`config.mk`:
```
export PLATFORM = sky130hd
export DESIGN_NAME = mbx_flag_ctrl
export DESIGN_NICKNAME = d
export VERILOG_FILES = /design/src/rtl/mbx_pkg.sv /design/src/rtl/mbx_bank.sv /design/src/rtl/mbx_flags.sv /design/src/rtl/mbx_irq.sv /design/src/rtl/mbx_flag_ctrl.sv
export SDC_FILE = /design/constraint.sdc
export NUM_CORES = 1
export LEC_CHECK = 0
export BUFFER_PORTS_ARGS = -buffer_cell sky130_fd_sc_hd__buf_2
export CORE_UTILIZATION = 41
export CTS_BUF_LIST = sky130_fd_sc_hd__clkbuf_2 sky130_fd_sc_hd__clkbuf_4 sky130_fd_sc_hd__clkbuf_8
export DETAILED_ROUTE_END_ITERATION = 10
export PLACE_DENSITY = 0.66
export SYNTH_ARGS = -nofsm -noshare
export SYNTH_HDL_FRONTEND = slang
export SYNTH_SLANG_ARGS = --single-unit
```
`constraint.sdc`:
```
create_clock -name clk -period 1.5 [get_ports clk]
set_input_delay 0.3 -clock clk [delete_from_list [all_inputs] [get_ports clk]]
set_output_delay 0.3 -clock clk [all_outputs]
set_load 0.02 [all_outputs]
```
`src/rtl/mbx_pkg.sv`:
```
package mbx_pkg;
  localparam logic [1:0] SIZE_WORD = 2'b10;
  localparam int         HI_LSB    = 16;   // free masks, set commands, TX enable
  localparam int         LO_LSB    = 0;    // occupied masks, clear commands, RX enable
  localparam int         NUM_PROC  = 2;

  typedef enum logic [1:0] {
    REG_CTRL = 2'd0,
    REG_MASK = 2'd1,
    REG_CMD  = 2'd2,
    REG_STAT = 2'd3
  } reg_sel_e;
endpackage

```
`src/rtl/mbx_bank.sv`:
```
module mbx_bank
  import mbx_pkg::*;
#(
  parameter int NUM_CH = 6,
  parameter int ADDR_W = 12,
  parameter int PROC   = 0
) (
  input  logic              clk,
  input  logic              rst_n,
  input  logic              bus_sel,
  input  logic              bus_wr,
  input  logic              bus_id,
  input  logic [ADDR_W-1:0] bus_addr,
  input  logic [1:0]        bus_size,
  input  logic [31:0]       bus_wdata,
  output logic              tx_en,
  output logic              rx_en,
  output logic [NUM_CH-1:0] free_mask,
  output logic [NUM_CH-1:0] occ_mask,
  output logic [NUM_CH-1:0] set_req,
  output logic [NUM_CH-1:0] clr_req
);
  localparam int BANK_W = ADDR_W - 4;

  logic              wr_hit;
  reg_sel_e          sel;
  logic              tx_en_d, rx_en_d;
  logic [NUM_CH-1:0] free_mask_d, occ_mask_d;

  assign sel    = reg_sel_e'(bus_addr[3:2]);
  assign wr_hit = bus_sel && bus_wr && (bus_size == SIZE_WORD)
                  && (bus_id == 1'(PROC))
                  && (bus_addr[ADDR_W-1:4] == BANK_W'(PROC))
                  && (bus_addr[1:0] == 2'b00);

  always_comb begin
    tx_en_d     = tx_en;
    rx_en_d     = rx_en;
    free_mask_d = free_mask;
    occ_mask_d  = occ_mask;
    if (wr_hit) begin
      unique case (sel)
        REG_CTRL: begin
          tx_en_d = bus_wdata[HI_LSB];
          rx_en_d = bus_wdata[LO_LSB];
        end
        REG_MASK: begin
          free_mask_d = bus_wdata[HI_LSB +: NUM_CH];
          occ_mask_d  = bus_wdata[LO_LSB +: NUM_CH];
        end
        default: ;
      endcase
    end
  end

  always_ff @(posedge clk or negedge rst_n) begin
    if (!rst_n) begin
      tx_en     <= 1'b0;
      rx_en     <= 1'b0;
      free_mask <= '1;
      occ_mask  <= '1;
    end else begin
      tx_en     <= tx_en_d;
      rx_en     <= rx_en_d;
      free_mask <= free_mask_d;
      occ_mask  <= occ_mask_d;
    end
  end

  assign set_req = (wr_hit && sel == REG_CMD) ? bus_wdata[HI_LSB +: NUM_CH] : '0;
  assign clr_req = (wr_hit && sel == REG_CMD) ? bus_wdata[LO_LSB +: NUM_CH] : '0;
endmodule

```
`src/rtl/mbx_flags.sv`:
```
module mbx_flags #(
  parameter int NUM_CH = 6
) (
  input  logic              clk,
  input  logic              rst_n,
  input  logic [NUM_CH-1:0] set_req,
  input  logic [NUM_CH-1:0] clr_req,
  output logic [NUM_CH-1:0] flag_q
);
  logic [NUM_CH-1:0] flag_d;

  always_comb begin
    flag_d = (flag_q & ~clr_req) | set_req;
  end

  always_ff @(posedge clk or negedge rst_n) begin
    if (!rst_n) flag_q <= '0;
    else        flag_q <= flag_d;
  end
endmodule

```
`src/rtl/mbx_irq.sv`:
```
module mbx_irq #(
  parameter int NUM_CH = 6
) (
  input  logic              clk,
  input  logic              rst_n,
  input  logic              tx_en,
  input  logic              rx_en,
  input  logic [NUM_CH-1:0] out_flag,
  input  logic [NUM_CH-1:0] free_mask,
  input  logic [NUM_CH-1:0] in_flag,
  input  logic [NUM_CH-1:0] occ_mask,
  output logic              tx_irq,
  output logic              rx_irq
);
  logic tx_d, rx_d;

  always_comb begin
    tx_d = tx_en && (|(~out_flag & ~free_mask));
    rx_d = rx_en && (|(in_flag & ~occ_mask));
  end

  always_ff @(posedge clk or negedge rst_n) begin
    if (!rst_n) begin
      tx_irq <= 1'b0;
      rx_irq <= 1'b0;
    end else begin
      tx_irq <= tx_d;
      rx_irq <= rx_d;
    end
  end
endmodule

```
`src/rtl/mbx_flag_ctrl.sv`:
```
module mbx_flag_ctrl
  import mbx_pkg::*;
#(
  parameter int NUM_CH = 6,
  parameter int ADDR_W = 12
) (
  input  logic              clk,
  input  logic              rst_n,
  input  logic              bus_sel,
  input  logic              bus_wr,
  input  logic              bus_id,
  input  logic [ADDR_W-1:0] bus_addr,
  input  logic [1:0]        bus_size,
  input  logic [31:0]       bus_wdata,
  output logic [31:0]       bus_rdata,
  output logic              p1_tx_free_irq,
  output logic              p1_rx_occ_irq,
  output logic              p2_tx_free_irq,
  output logic              p2_rx_occ_irq
);
  // Index p: flag_q[p] holds the flags that processor p sends.
  logic [NUM_PROC-1:0][NUM_CH-1:0] flag_q;
  logic [NUM_PROC-1:0][NUM_CH-1:0] free_mask, occ_mask, set_req, clr_req;
  logic [NUM_PROC-1:0]             tx_en, rx_en, tx_irq, rx_irq;

  for (genvar p = 0; p < NUM_PROC; p++) begin : g_proc
    mbx_bank #(.NUM_CH(NUM_CH), .ADDR_W(ADDR_W), .PROC(p)) u_bank (
      .clk(clk), .rst_n(rst_n), .bus_sel(bus_sel), .bus_wr(bus_wr),
      .bus_id(bus_id), .bus_addr(bus_addr), .bus_size(bus_size),
      .bus_wdata(bus_wdata), .tx_en(tx_en[p]), .rx_en(rx_en[p]),
      .free_mask(free_mask[p]), .occ_mask(occ_mask[p]),
      .set_req(set_req[p]), .clr_req(clr_req[p])
    );

    mbx_flags #(.NUM_CH(NUM_CH)) u_flags (
      .clk(clk), .rst_n(rst_n),
      .set_req(set_req[p]), .clr_req(clr_req[NUM_PROC-1-p]),
      .flag_q(flag_q[p])
    );

    mbx_irq #(.NUM_CH(NUM_CH)) u_irq (
      .clk(clk), .rst_n(rst_n), .tx_en(tx_en[p]), .rx_en(rx_en[p]),
      .out_flag(flag_q[p]), .free_mask(free_mask[p]),
      .in_flag(flag_q[NUM_PROC-1-p]), .occ_mask(occ_mask[p]),
      .tx_irq(tx_irq[p]), .rx_irq(rx_irq[p])
    );
  end

  assign p1_tx_free_irq = tx_irq[0];
  assign p1_rx_occ_irq  = rx_irq[0];
  assign p2_tx_free_irq = tx_irq[1];
  assign p2_rx_occ_irq  = rx_irq[1];

  logic        rd_en;
  logic        rd_bank;
  logic [31:0] rd_d;

  assign rd_en   = bus_sel && !bus_wr;
  assign rd_bank = bus_addr[4];

  always_comb begin
    rd_d = '0;
    if (bus_addr[ADDR_W-1:5] == '0 && bus_addr[1:0] == 2'b00) begin
      unique case (reg_sel_e'(bus_addr[3:2]))
        REG_CTRL: begin
          rd_d[HI_LSB] = tx_en[rd_bank];
          rd_d[LO_LSB] = rx_en[rd_bank];
        end
        REG_MASK: begin
          rd_d[HI_LSB +: NUM_CH] = free_mask[rd_bank];
          rd_d[LO_LSB +: NUM_CH] = occ_mask[rd_bank];
        end
        REG_STAT: rd_d[LO_LSB +: NUM_CH] = flag_q[rd_bank];
        default:  rd_d = '0;
      endcase
    end
  end

  always_ff @(posedge clk or negedge rst_n) begin
    if (!rst_n)     bus_rdata <= '0;
    else if (rd_en) bus_rdata <= rd_d;
  end
endmodule

```
After elaboration in Yosys (flattened, before gate mapping):

Cells that the tools add are included.

* input port bits: 51
* word-level logic and storage cells: 86
* output and inout port bits: 36
* register bits after elaboration: 76

* bitwise logic cells: 17
* muxes and demuxes: 19
* magnitude comparators: 1
* reductions and logical operators: 29
* eq/ne operators: 5

Operator list (count)
* 6-bit 2-to-1 mux: 10
* 6-bit NOT: 8
* 6-bit AND: 6
* 6-bit OR reduction: 4
* 22-bit 2-to-1 mux: 1
* 1-bit logical AND: 16
* 6-bit OR: 2
* 5-bit case mux with 2 select lines: 1
* 8-bit by 1-bit == test with 1-bit output, second input constant: 1
* 8-bit zero test: 1
* 2-bit AND reduction: 4
* 7-bit zero test: 1
* 2-bit == test, second input constant: 3
* 5-bit 2-to-1 mux: 1
* 2-bit zero test: 2
* 1-bit 2-to-1 mux: 4
* 1-bit case mux with 3 select lines: 1
* 2-bit by 1-bit == test with 1-bit output, second input constant: 1
* 1-bit by 2-bit < comparator with 1-bit output, second input constant: 1
* 1-bit case mux with 2 select lines: 1
* 1-bit zero test: 1
* 1-bit NOT: 1

Depth between registers and ports, before layout:

* depth in word-level cells: 10
* mapped depth: 6
* depth with buffers taken out: 4

By module:

Synthesis repeated with hierarchy kept, for this count alone.

* cells, all modules: 262
* area total of the unflattened synthesis: 3010.4 µm²

Modules (own cells, without submodules)
* mbx_flag_ctrl: cells each 93, sequential area each 300.3 µm², instances 1, area each 947.2 µm²
* mbx_bank (g_proc[0].u_bank): cells each 51, sequential area each 365.4 µm², instances 1, area each 695.7 µm²
* mbx_bank (g_proc[1].u_bank): cells each 50, sequential area each 365.4 µm², instances 1, area each 676.9 µm²
* mbx_flags: cells each 18, sequential area each 150.1 µm², instances 2, area each 217.7 µm²
* mbx_irq: cells each 16, sequential area each 50.0 µm², instances 2, area each 127.6 µm²

Worst setup path after synthesis:

No wires, ideal clock.

* path type: input to register
* start: in bus_addr[9]
* end: reg g_proc[1].u_bank.free_mask[0]
* data required time: 1.418 ns
* path buffers: 1
* stages: 5
* path slack: -0.134 ns
* setup time: 0.082 ns
* arrival: 1.551 ns
* cell sequence: nor4_4 > nand3_4 > nor3_2 > buf_6 > mux2_2

* cells in the longest elaborated chain, start to end: 4

Ends and longest elaborated chain
* start, declared: line mbx_flag_ctrl.sv:12 `input logic [ADDR_W-1:0] bus_addr,`
* 8-bit by 1-bit == test with 1-bit output: line mbx_bank.sv:33 `&& (bus_addr[ADDR_W-1:4] == BANK_W'(PROC))`
* 1-bit logical AND: line mbx_bank.sv:33
* 1-bit logical AND: line mbx_bank.sv:34 `&& (bus_addr[1:0] == 2'b00);`
* 2-bit AND reduction (no source line)
* end signal, assigned: line mbx_bank.sv:65 `free_mask <= free_mask_d;`
* end, declared: line mbx_bank.sv:18 `output logic [NUM_CH-1:0] free_mask,`

No other way between the ends.
A chain may end at the register's enable or synchronous reset.

Worst setup path in the final report:

* start: in bus_addr[10]
* end: reg g_proc[0].u_bank.tx_en

* cells in the longest elaborated chain, start to end: 4

Ends and longest elaborated chain
* 8-bit zero test: line mbx_bank.sv:33
* 1-bit logical AND: line mbx_bank.sv:33
* 1-bit logical AND: line mbx_bank.sv:34
* 2-bit AND reduction (no source line)
* end signal, assigned: line mbx_bank.sv:63 `tx_en <= tx_en_d;`
* end, declared: line mbx_bank.sv:16 `output logic tx_en,`

No other way between the ends.

==> impl_metrics.py <==
metrics = {
    "run_status": {
        "status": "finished clean",
    },
    "critical_path": {
        "worstPathArrival_ps": 1670,
        "critical-path-top-delay-family": "simple AND/OR/NAND/NOR gates",
        "crit_chain": "buf_2, nor4_4, nand3_4, nor4_1, buf_4, mux2_2",
        "crit_buf_inv": 2,
        "max_stage_delay_ps": 350,
        "critPathSlowestCell": "nor4_4",
        "cp_max_fo": 9,
        "critical_path_class": "input port to flop",
        "end_kind": "flop",
        "crit_path_start_kind": "input port",
        "worst_ep_required_time_ps": 1720,
    },
    "clocking": {
        "cts_buffers": 5,
        "clk_pin_slew_worst_paths_ps": 110,
        "h-tree-depth": 2,
        "numClockSinks": 56,
        "cts_tree": "built",
        "cts_buffer_depth": 2,
        "root_buffer": "clkbuf_8",
        "clock_latency_ps": 320,
    },
    "floorplanning": {
        "rows": 29,
        "design.core.area_mm2": 0.00653,
        "initial_core_util": 0.434,
        "ioPinCount": 87,
        "die_h_um": 85.2,
        "die_x_um": 85.2,
        "die_area_mm2": 0.00726,
    },
    "synthesis": {
        "synth_cell_type_count": 36,
        "ys_seq_area_frac": 0.504,
        "synth_area_mm2": 0.00284,
        "synth-simple-area-share": 0.103,
        "ys_warn_count": 0,
        "synth_xor_area_frac": 0,
        "syn_inst": 240,
        "avgSynthCellArea_um2": 11.8,
        "yosys.area_share.adder": 0,
        "ys_ff_latch": 56,
        "synthMuxAreaShare": 0.180,
        "synth_compound_area_frac": 0.111,
        "synth_top_family_by_area": "multiplexers",
    },
    "routing": {
        "vias": 2051,
        "dr.pass1.iters": 4,
        "viasPerCell": 5.30,
        "routed_wl_um": 6590,
        "drt_iter0_drc": 174,
        "avgRoutedWirePerCell_um": 17.0,
        "drc": 0,
        "antenna_left": 0,
    },
    "grt": {
        "grt_max_degree": 44,
        "met2_usage": 0.301,
        "grt_pass1_vias": 2005,
        "grt_overflow": 0,
        "antenna_found_initial": 0,
        "grt_pass1_wl_um": 10800,
        "grt_usage": 0.198,
        "use_met1": 0.296,
        "gr-usage-met3": 0.0321,
        "busiest_layer": "met2",
    },
    "timing": {
        "hold_violations": 0,
        "setup_violations": 0,
        "clock_skew_ps": 10.7,
        "rsz0062_at_grt": "no",
        "max_freq_mhz": 693,
        "period_share": 0.962,
        "post-route-min-period_ps": 1440,
        "final_max_slew_viol_count": 0,
    },
    "final_layout": {
        "fill_cells": 579,
        "design_area_mm2": 0.00349,
        "drive_gt1_frac": 0.468,
        "layout.nets": 360,
        "area_growth_pct": 23.0,
        "final_common_cell": "buf_2",
        "layout_common_cells": "46 x buf_2, 32 x dfrtp_1, 24 x dfstp_2",
        "antenna_cells": 0,
        "layoutNonFillerInstCount": 387,
    },
    "place": {
        "gp_congestion": 0.848,
        "dp_hpwl_um": 4920,
        "dpl_cell_area_mm2": 0.00338,
        "numPortBuffers": 46,
        "dp_cells": 378,
    },
    "power_and_ir_drop": {
        "peakVddDrop_uv": 426,
        "powerDensity_mw_per_mm2": 756,
        "p_leak_nw": 1.58,
    },
    "hold_path": {
        "min_path_type": "input port to flop",
    },
    "run": {
        "drv_cap": 0,
    },
}
metrics by stage:
stage / hold WS (ps) / total power [mW] / setup TNS [ps] / util / worst slack (ps)
after floorplan: 4.41 / 1.68 / -1570 / - / -84.2
after global placement: 216 / 1.77 / -10370 / 0.517 / -267
after detailed placement: 219 / 1.77 / -12710 / 0.517 / -332
after CTS: 239 / 2.66 / 0 / 0.533 / 10.8
after global routing: 251 / 2.75 / 0 / 0.534 / 9.66
final: 245 / 2.64 / 0 / 0.534 / 57.3
final cells by class:
cell class | instances | area, um^2 | share of cell area
Clock buffer | 5 | 68.8 | 0.0197
Clock inverter | 3 | 27.5 | 0.00789
Inverter | 20 | 75.1 | 0.0215
Multi-Input combinational cell | 153 | 1290 | 0.371
Sequential cell | 56 | 1430 | 0.410
Tap cell | 77 | 96.3 | 0.0276
Timing Repair Buffer | 73 | 498 | 0.143
logic make-up after synthesis:
kind of cell,after synthesis
flip-flops,56
multiplexers,40
AO/OA/AOI/OAI,44
other,1
buffers and inverters,50
AND/OR/NAND/NOR,49
where the power goes:
group | switching (mW) | internal, mW
clock network | 0.549 | 0.344
logic | 0.153 | 0.0803
registers | 0.000404 | 1.51
total | 0.703 | 1.94
path summary, 6_finish.rpt:
kind                                        startpoint                             to  slack, ps  cells past startpoint
setup / recovery                          bus_addr[10]         g_proc[0].u_bank.tx_en         60                      6
hold / removal                           bus_wdata[21]    g_proc[0].u_flags.flag_q[5]        250                      2
setup reg to reg           g_proc[1].u_flags.flag_q[0]                   bus_rdata[0]        120                      4
hold reg to reg                          bus_rdata[16]                  bus_rdata[16]        480                      2
max in group asynchronous                        rst_n  g_proc[0].u_bank.free_mask[0]        510                      3
min in group asynchronous                        rst_n         g_proc[0].u_irq.rx_irq        390                      2
sequential cells by signal, summed over array words and instances (netlist names):
| register | count |
|---|---|
| bus_rdata | 12 |
| g_proc.u_bank.free_mask | 12 |
| g_proc.u_bank.occ_mask | 12 |
| g_proc.u_bank.rx_en | 2 |
| g_proc.u_bank.tx_en | 2 |
| g_proc.u_flags.flag_q | 12 |
| g_proc.u_irq.rx_irq | 2 |
| g_proc.u_irq.tx_irq | 2 |
cells in the mapped netlist, drive strengths merged:
cell	instances	area [um^2]
conb	1	3.75
buf	26	194
nand2	14	52.6
mux2i	5	50.1
a22o	12	105
o21ai	11	55.1
clkbuf	4	15.0
a221oi	1	8.76
o31a	4	35.0
a2111o	1	11.3
nor4b	1	8.76
and4b	2	20.0
dfstp	24	631
dfrtp	32	801
and3	1	6.26
or3	2	12.5
nand3	14	82.6
nand2b	2	12.5
inv	20	75.1
nor4	3	40.0
nor2	4	15.0
o2bb2ai	1	8.76
o22ai	12	75.1
mux4	6	135
o21a	1	7.51
mux2	29	327
o41ai	1	8.76
nor3	5	35.0
and2	1	6.26
layer usage:
layer / wire (um) / vias up
met5: 0 / -
met4: 72 / 0
met3: 409 / 6
met2: 3000 / 83
met1: 3110 / 999
li1: - / 963
timing repair:
item / 4_1_cts / 5_1_grt
hold buffers: 1 / 0
endpoints found under the hold margin: 11 / 0
buffers inserted: 0 / 0
setup endpoints to repair: 0 / 3
resized for setup: 0 / 1
Power figures use the tool's default switching activity.
